$ cat config.mk
export PLATFORM = sky130hd
export DESIGN_NAME = serial_eeprom
export DESIGN_NICKNAME = d
export VERILOG_FILES = /design/src/rtl/serial_eeprom_pkg.sv /design/src/rtl/eep_store.sv /design/src/rtl/eep_ctrl.sv /design/src/rtl/serial_eeprom.sv
export SDC_FILE = /design/constraint.sdc
export NUM_CORES = 2
export LEC_CHECK = 0
export BUFFER_PORTS_ARGS = -buffer_cell sky130_fd_sc_hd__buf_4
export CAP_MARGIN = 20
export CORE_UTILIZATION = 30
export CTS_BUF_LIST = sky130_fd_sc_hd__clkbuf_8
export CTS_CLUSTER_SIZE = 28
export DETAILED_ROUTE_END_ITERATION = 8
export PLACE_DENSITY = 0.5
export SLEW_MARGIN = 5
export SYNTH_ARGS = -nofsm -noshare
export SYNTH_HDL_FRONTEND = slang
export SYNTH_SLANG_ARGS = --single-unit
$ cat constraint.sdc
create_clock -name sck -period 3.5 [get_ports sck]
set_clock_uncertainty 0.2 [all_clocks]
set_input_delay 0.35 -clock sck [delete_from_list [all_inputs] [get_ports sck]]
set_output_delay 0.35 -clock sck [all_outputs]
set_load 0.05 [all_outputs]
$ cat src/rtl/serial_eeprom_pkg.sv
package serial_eeprom_pkg;
    localparam int AFIELD_W = 8;
    localparam int CMD_W    = 2 + AFIELD_W;

    localparam logic [1:0] OP_EXT   = 2'b00;
    localparam logic [1:0] OP_WRITE = 2'b01;
    localparam logic [1:0] OP_READ  = 2'b10;
    localparam logic [1:0] OP_ERASE = 2'b11;

    localparam logic [1:0] EXT_LOCK  = 2'b00;
    localparam logic [1:0] EXT_FILL  = 2'b01;
    localparam logic [1:0] EXT_CLEAR = 2'b10;
    localparam logic [1:0] EXT_OPEN  = 2'b11;

    typedef enum logic [2:0] {
        S_IDLE, S_CMD, S_DATA, S_READ, S_BUSY, S_READY, S_DONE
    } eep_state_e;
endpackage

$ cat src/rtl/eep_store.sv
module eep_store #(
    parameter int ADDR_W = 7,
    parameter int DATA_W = 16
) (
    input  logic              sck,
    input  logic              rst_n,
    input  logic              we_one,
    input  logic              we_all,
    input  logic [ADDR_W-1:0] waddr,
    input  logic [DATA_W-1:0] wdata,
    input  logic [ADDR_W-1:0] raddr,
    output logic [DATA_W-1:0] rdata
);
    localparam int WORDS = 1 << ADDR_W;

    logic [DATA_W-1:0] mem_q [WORDS];

    for (genvar i = 0; i < WORDS; i++) begin : g_word
        always_ff @(posedge sck or negedge rst_n) begin
            if (!rst_n)
                mem_q[i] <= '1;
            else if (we_all || (we_one && waddr == ADDR_W'(i)))
                mem_q[i] <= wdata;
        end
    end

    assign rdata = mem_q[raddr];

    // a single-word store lands at the addressed word
    a_r5_store_lands: assert property (@(posedge sck) disable iff (!rst_n)
        we_one |=> mem_q[$past(waddr)] == $past(wdata));

    // an all-word store reaches both ends of the array
    a_r7_fill_ends: assert property (@(posedge sck) disable iff (!rst_n)
        we_all |=> (mem_q[0] == $past(wdata) && mem_q[WORDS-1] == $past(wdata)));
endmodule

$ cat src/rtl/eep_ctrl.sv
module eep_ctrl
    import serial_eeprom_pkg::*;
#(
    parameter int ADDR_W   = 7,
    parameter int DATA_W   = 16,
    parameter int BUSY_CYC = 8
) (
    input  logic              sck,
    input  logic              rst_n,
    input  logic              cs,
    input  logic              si,
    output logic              so,
    output logic [ADDR_W-1:0] raddr,
    input  logic [DATA_W-1:0] rdata,
    output logic              we_one,
    output logic              we_all,
    output logic [ADDR_W-1:0] waddr,
    output logic [DATA_W-1:0] wdata
);
    localparam int CNT_W = $clog2(DATA_W + BUSY_CYC + CMD_W) + 1;

    typedef struct packed {
        eep_state_e        st;
        logic [CNT_W-1:0]  cnt;
        logic [CMD_W-1:0]  cmd;
        logic [DATA_W-1:0] dat;
        logic [DATA_W-1:0] sh;
        logic [ADDR_W-1:0] addr;
        logic              wen;
        logic              dout;
    } ctrl_t;

    ctrl_t r_q, r_d;
    logic [CMD_W-1:0]  cmd_nx;
    logic [DATA_W-1:0] dat_nx;

    always_comb begin
        r_d    = r_q;
        we_one = 1'b0;
        we_all = 1'b0;
        waddr  = r_q.addr;
        wdata  = '1;
        cmd_nx = {r_q.cmd[CMD_W-2:0], si};
        dat_nx = {r_q.dat[DATA_W-2:0], si};
        raddr  = (r_q.st == S_READ) ? r_q.addr + 1'b1 : cmd_nx[ADDR_W-1:0];
        if (!cs) begin
            r_d.st   = S_IDLE;
            r_d.cnt  = '0;
            r_d.dout = 1'b0;
        end else begin
            unique case (r_q.st)
                S_IDLE: if (si) begin
                    r_d.st  = S_CMD;
                    r_d.cnt = '0;
                end
                S_CMD: begin
                    r_d.cmd = cmd_nx;
                    r_d.cnt = r_q.cnt + 1'b1;
                    if (r_q.cnt == CNT_W'(CMD_W - 1)) begin
                        r_d.cnt  = '0;
                        r_d.addr = cmd_nx[ADDR_W-1:0];
                        r_d.st   = S_DONE;
                        unique case (cmd_nx[CMD_W-1 -: 2])
                            OP_READ: begin
                                r_d.st   = S_READ;
                                r_d.dout = 1'b0;
                                r_d.sh   = rdata;
                            end
                            OP_WRITE: r_d.st = S_DATA;
                            OP_ERASE: if (r_q.wen) begin
                                we_one = 1'b1;
                                waddr  = cmd_nx[ADDR_W-1:0];
                                r_d.st = S_BUSY;
                            end
                            default: begin
                                unique case (cmd_nx[AFIELD_W-1 -: 2])
                                    EXT_OPEN:  r_d.wen = 1'b1;
                                    EXT_LOCK:  r_d.wen = 1'b0;
                                    EXT_FILL:  r_d.st  = S_DATA;
                                    default: if (r_q.wen) begin
                                        we_all = 1'b1;
                                        r_d.st = S_BUSY;
                                    end
                                endcase
                            end
                        endcase
                    end
                end
                S_DATA: begin
                    r_d.dat = dat_nx;
                    r_d.cnt = r_q.cnt + 1'b1;
                    if (r_q.cnt == CNT_W'(DATA_W - 1)) begin
                        r_d.cnt = '0;
                        r_d.st  = S_DONE;
                        if (r_q.wen) begin
                            wdata  = dat_nx;
                            r_d.st = S_BUSY;
                            if (r_q.cmd[CMD_W-1 -: 2] == OP_WRITE) we_one = 1'b1;
                            else                                   we_all = 1'b1;
                        end
                    end
                end
                S_READ: begin
                    r_d.dout = r_q.sh[DATA_W-1];
                    r_d.sh   = r_q.sh << 1;
                    r_d.cnt  = r_q.cnt + 1'b1;
                    if (r_q.cnt == CNT_W'(DATA_W - 1)) begin
                        r_d.cnt  = '0;
                        r_d.sh   = rdata;
                        r_d.addr = r_q.addr + 1'b1;
                    end
                end
                S_BUSY: begin
                    r_d.cnt = r_q.cnt + 1'b1;
                    if (r_q.cnt == CNT_W'(BUSY_CYC - 1)) begin
                        r_d.dout = 1'b1;
                        r_d.st   = S_READY;
                    end
                end
                default: ;
            endcase
        end
    end

    always_ff @(posedge sck or negedge rst_n) begin
        if (!rst_n) r_q <= '0;
        else        r_q <= r_d;
    end

    assign so = r_q.dout;

    // no array change unless programming was enabled
    a_r8_enable_gate: assert property (@(posedge sck) disable iff (!rst_n)
        (we_one || we_all) |-> r_q.wen);

    // one kind of store per edge
    a_r6_one_kind: assert property (@(posedge sck) disable iff (!rst_n)
        $onehot0({we_one, we_all}));

    // output is busy right after a commit
    a_r9_busy_low: assert property (@(posedge sck) disable iff (!rst_n)
        (we_one || we_all) |=> !so);

    // deselect returns to the start-bit hunt with output low
    a_r10_abort: assert property (@(posedge sck) disable iff (!rst_n)
        !cs |=> (r_q.st == S_IDLE && !so));

    // a read keeps streaming while selected
    a_r4_stream: assert property (@(posedge sck) disable iff (!rst_n)
        (r_q.st == S_READ && cs) |=> r_q.st == S_READ);
endmodule

$ cat src/rtl/serial_eeprom.sv
module serial_eeprom #(
    parameter int ADDR_W   = 7,
    parameter int DATA_W   = 16,
    parameter int BUSY_CYC = 8
) (
    input  logic sck,
    input  logic rst_n,
    input  logic cs,
    input  logic si,
    output logic so
);
    logic [ADDR_W-1:0] raddr, waddr;
    logic [DATA_W-1:0] rdata, wdata;
    logic              we_one, we_all;

    eep_ctrl #(.ADDR_W(ADDR_W), .DATA_W(DATA_W), .BUSY_CYC(BUSY_CYC)) u_ctrl (
        .sck(sck), .rst_n(rst_n), .cs(cs), .si(si), .so(so),
        .raddr(raddr), .rdata(rdata), .we_one(we_one), .we_all(we_all),
        .waddr(waddr), .wdata(wdata)
    );

    eep_store #(.ADDR_W(ADDR_W), .DATA_W(DATA_W)) u_store (
        .sck(sck), .rst_n(rst_n), .we_one(we_one), .we_all(we_all),
        .waddr(waddr), .wdata(wdata), .raddr(raddr), .rdata(rdata)
    );
endmodule

==> summary.txt <==
Detailed routing
  • Routed WL: approximately 340,000 um
  • DRT antenna net count: 0
  • Vias per std cell: between 5 and 6
  • Routed vias: between 70,000 and 80,000
  • Drt pass-1 iters: 6
  • WL per Instance: approximately 24 um
  • Violation count after the first detailed-routing iteration: roughly 5,300
  • Residual DRC count: 0

Placement
  • Placed cells: around 13,000
  • Final GP Congestion: ~0.9
  • Port bufs: 4
  • Hpwl dp: 210,400 um

Run status
  • Outcome: finished clean

Logic synthesis
  • Syn Area/Cell: between 10 and 15 um2
  • Synthesized cell area: between 100,000 and 150,000 um2
  • Post-synth net total: roughly 8,500
  • Post-synthesis cell count: roughly 8,500
  • Yosys top cell area share: between 50% and 60%
  • Dominant cell type by area after synthesis: dfstp_2
  • Register area share after synthesis: 54.26%
  • Fraction of registers with async set/reset: 100.0%
  • Seq cells post-synth: roughly 2,100
  • Yosys warning total: 0
  • EDFF count, synth: 0
  • Primary FF master, synth: dfstp_2
  • Ranking of synthesized cells by area: dfstp_2 (53%), mux2_2 (20%), nand2_1 (6.1%), nand3_1 (3.3%), mux2_1 (3.2%)
  • Number of distinct library cells after synthesis: 77

Worst setup path
  • Max stage delay on crit path: between 0.4 and 0.5 ns
  • Crit path max-delay family: simple AND/OR/NAND/NOR gates
  • Crit path buf inv count: 5
  • Critical Path Source Type: flip-flop
  • Crit. End Element: flip-flop
  • Worst Path Arrival: about 4.3 ns
  • Crit-path slowest cell: dfrtp_1
  • CP Data Required Time: 4.27 ns
  • Crit-path cells: ha_4 -> buf_4 -> xnor2_4 -> and3_4 -> or2_4 -> buf_12 -> buf_16 -> buf_4 -> nand3_1 -> nand4_1 -> nand4_1 -> o22ai_2 -> buf_6 -> o22ai_1
  • Critical R2R Launch: u_ctrl.r_q[2]$_DFFE_PN0P_
  • Crit Path Category: flip-flop to flip-flop
  • CP startpoint: u_ctrl.r_q[2]$_DFFE_PN0P_
  • Crit path max fanout: 9

Floorplan
  • Core ar.: 337,400 um2
  • Die height: between 500 and 600 um
  • Initial Util: 30.22%
  • IO Count: 5
  • DIE WIDTH: ~580 um
  • Die outline area: between 300,000 and 400,000 um2
  • Row cnt: ~210

Power
  • Sw power: ~22,000 uW
  • Sw frac: 33.53%
  • Gate power share: between 20% and 30%
  • Leak: about 0.05 uW
  • VDD IR max: 0.2676 mV
  • Flop pwr share: between 30% and 40%
  • Cell internal pwr: ~43,000 uW
  • P per Cell Area: between 500 and 600 nW/um2
  • Clk pwr share: 36.4%

Clock tree
  • CTS Buffer Depth: 4
  • Clock Sinks: 2,108
  • Clock slew at reported path FFs: around 0.070 ns
  • Htree depth: 5
  • CTS root buffer: clkbuf_8
  • CTS Buf Count: between 300 and 400
  • CTS tree: built
  • Worst-skew pair later-pin latency: approximately 1.1 ns

STA
  • Slew Limit Fails: 0
  • Worst slew pin tran: roughly 1.1 ns
  • Final setup TNS: 0 ns
  • Setup Viol. Count Final: 0
  • Final Critical Period: between 3 and 4 ns
  • Final hold violations: 0
  • Tcrit/Tclk final: around 100%
  • Relative slew slack: 26.86%
  • Fmax: 285.8 MHz
  • RSZ-0062 raised after global routing: yes

Cells and area
  • FILL cells: approximately 33,000
  • Share of cells above drive strength 1: roughly three fifths
  • Finished Layout Cells: 13,770
  • Nets@finish: between 8,000 and 9,000
  • Area of the multi-input gates: between 40,000 and 50,000 um2
  • Synth-to-Final Area Change: 20.02%
  • FF/Latch Area: 55,310 um2

Min path
  • Worst hold-check path type: primary input to async pin

Global routing
  • Grt ovf: 0
  • Initial antenna violation count: 17
  • First-pass GRT wire length: ~500,000 um
  • Total GRT Usage: between 10% and 20%
  • Largest net degree at the start of global routing: 149
  • Vias in the first global route: 73,250

Flow run
  • Max cap viols: 0
==> sequential cells by signal (all words and copies together) (netlist names) <==
name,cells
u_ctrl.dat_nx,15
u_ctrl.r_q,35
u_store.mem_q,2048
u_ctrl.so,1
u_ctrl.cmd_nx,9
==> power by group through the flow <==
stage | clock network [uW] | logic (uW) | registers, uW
6_report | 23700 | 16700 | 24700
5_1_grt | 25500 | 17500 | 24700
4_1_cts | 24400 | 16300 | 24700
3_5_place_dp | 0 | 15900 | 25000
3_3_place_gp | 0 | 15900 | 25000
2_1_floorplan | 0 | 6190 | 25000
==> path summary, 6_finish.rpt <==
kind	end	cells after the start	slack (ns)
setup / recovery	u_ctrl.r_q[16]$_DFFE_PN0P_	14	0.0007
hold / removal	u_store.mem_q[482]$_DFFE_PN1P_	2	0.13
setup reg to reg	u_ctrl.r_q[16]$_DFFE_PN0P_	14	0.0007
hold reg to reg	u_ctrl.dat_nx[15]$_DFFE_PN0P_	1	0.30
max in group asynchronous	u_ctrl.r_q[18]$_DFFE_PN0P_	3	1.93
min in group sck	u_ctrl.so$_DFFE_PN0P_	4	0.16
==> logic make-up after synthesis <==
group / Yosys count / synth area share, %
adders and majority gates: 6 / 0.07364
AOI/OAI and AO/OA: 570 / 4.703
xor gates and xnor gates: 7 / 0.06014
DFF: 2108 / 54.26
buffers and inverters: 799 / 3.735
muxes: 2288 / 25.03
and+or+nand+nor: 2756 / 12.15
==> area by class of cell <==
cell class / count / share of cell area [%]
inverter: 25 / 0.07669
multi-input combinational: 5627 / 35.53
antenna: 16 / 0.03272
tap: 4515 / 4.617
timing repair buffer: 801 / 8.188
sequential: 2108 / 45.21
clock inverter: 184 / 0.8416
clock buffer: 490 / 5.511
==> repair_timing <==
| action | in CTS | in global routing |
|---|---|---|
| setup endpoints to repair | 172 | 666 |
| hold buffers | 8 | 0 |
| cloned | 7 | 10 |
| pin swaps | 27 | 52 |
| resized for setup | 31 | 81 |
| setup buffers | 23 | 54 |
| endpoints found under the hold margin | 591 | 0 |
==> layout by cell type (no fill, tap or decap), drive strengths merged, types with 5 or more instances in the layout <==
| cell | synthesis | routed |
|---|---|---|
| a21o | 28 | 28 |
| a21oi | 174 | 174 |
| a221oi | 16 | 16 |
| a222oi | 8 | 8 |
| a22oi | 13 | 13 |
| a31o | 5 | 5 |
| a31oi | 27 | 27 |
| a32oi | 156 | 156 |
| and3 | 19 | 19 |
| buf | 363 | 776 |
| bufbuf | 0 | 7 |
| bufinv | 0 | 7 |
| clkbuf | 411 | 500 |
| clkinv | 0 | 33 |
| clkinvlp | 0 | 8 |
| dfrtp | 60 | 60 |
| dfstp | 2048 | 2048 |
| diode | 0 | 16 |
| dlygate4sd3 | 0 | 8 |
| ha | 6 | 6 |
| inv | 25 | 161 |
| mux2 | 2068 | 2068 |
| mux2i | 218 | 218 |
| nand2 | 1648 | 1648 |
| nand2b | 20 | 20 |
| nand3 | 672 | 672 |
| nand4 | 258 | 258 |
| nor2 | 72 | 72 |
| nor3 | 34 | 34 |
| nor3b | 5 | 5 |
| o2111ai | 20 | 20 |
| o211ai | 12 | 12 |
| o21ai | 53 | 53 |
| o221ai | 9 | 9 |
| o22ai | 25 | 25 |
| o31ai | 8 | 8 |
| or3 | 5 | 5 |
==> synthesized netlist by cell type (18+ instances only) <==
cell,number
nand4_1,256
a31oi_1,18
a21o_1,28
o2111ai_1,20
a21oi_4,47
a32oi_1,156
buf_4,78
dfstp_2,2048
mux2i_1,218
dfrtp_1,60
buf_2,214
clkbuf_1,411
a21oi_2,53
nand3_1,672
nand2_1,1646
o22ai_1,25
mux2_1,294
mux2_2,1774
a21oi_1,74
and3_1,19
nor3_1,24
buf_1,39
o21ai_0,43
buf_6,30
nor2_1,53
inv_1,25
==> per-layer routing <==
metal | up-vias | global-route usage, % | wire [um]
met5 | - | 0 | 65
met4 | 8 | 6.194 | 10820
met3 | 560 | 2.958 | 16300
met2 | 1827 | 30.55 | 154500
met1 | 37720 | 26.84 | 154300
li1 | 31020 | - | -
==> stage by stage <==
stage	utilization [%]	setup WS [ns]	hold slack [ns]	cell area [um2]	power (uW)
global placement	33.36	-0.3011	0.2546	112600	40930
finish	36.27	0.0007483	0.1270	122400	65080
floorplan	-	0.5230	-0.1456	101900	31140
global route	36.26	-0.07111	0.1596	122300	67660
CTS	35.89	-0.002348	0.09136	121100	65390
detailed placement	33.36	-0.2848	0.2572	112600	40880
==> worst reg2reg max path, cell delays in order (launching register included) <==
cell and delay [ns]:
dfrtp_1 0.42, ha_4 0.20, buf_4 0.15, xnor2_4 0.13, and3_4 0.16, or2_4 0.32
buf_12 0.18, buf_16 0.18, buf_4 0.16, nand3_1 0.09, nand4_1 0.39, nand4_1 0.37
o22ai_2 0.15, buf_6 0.17, o22ai_1 0.16
(Power assumes the default switching activity.)
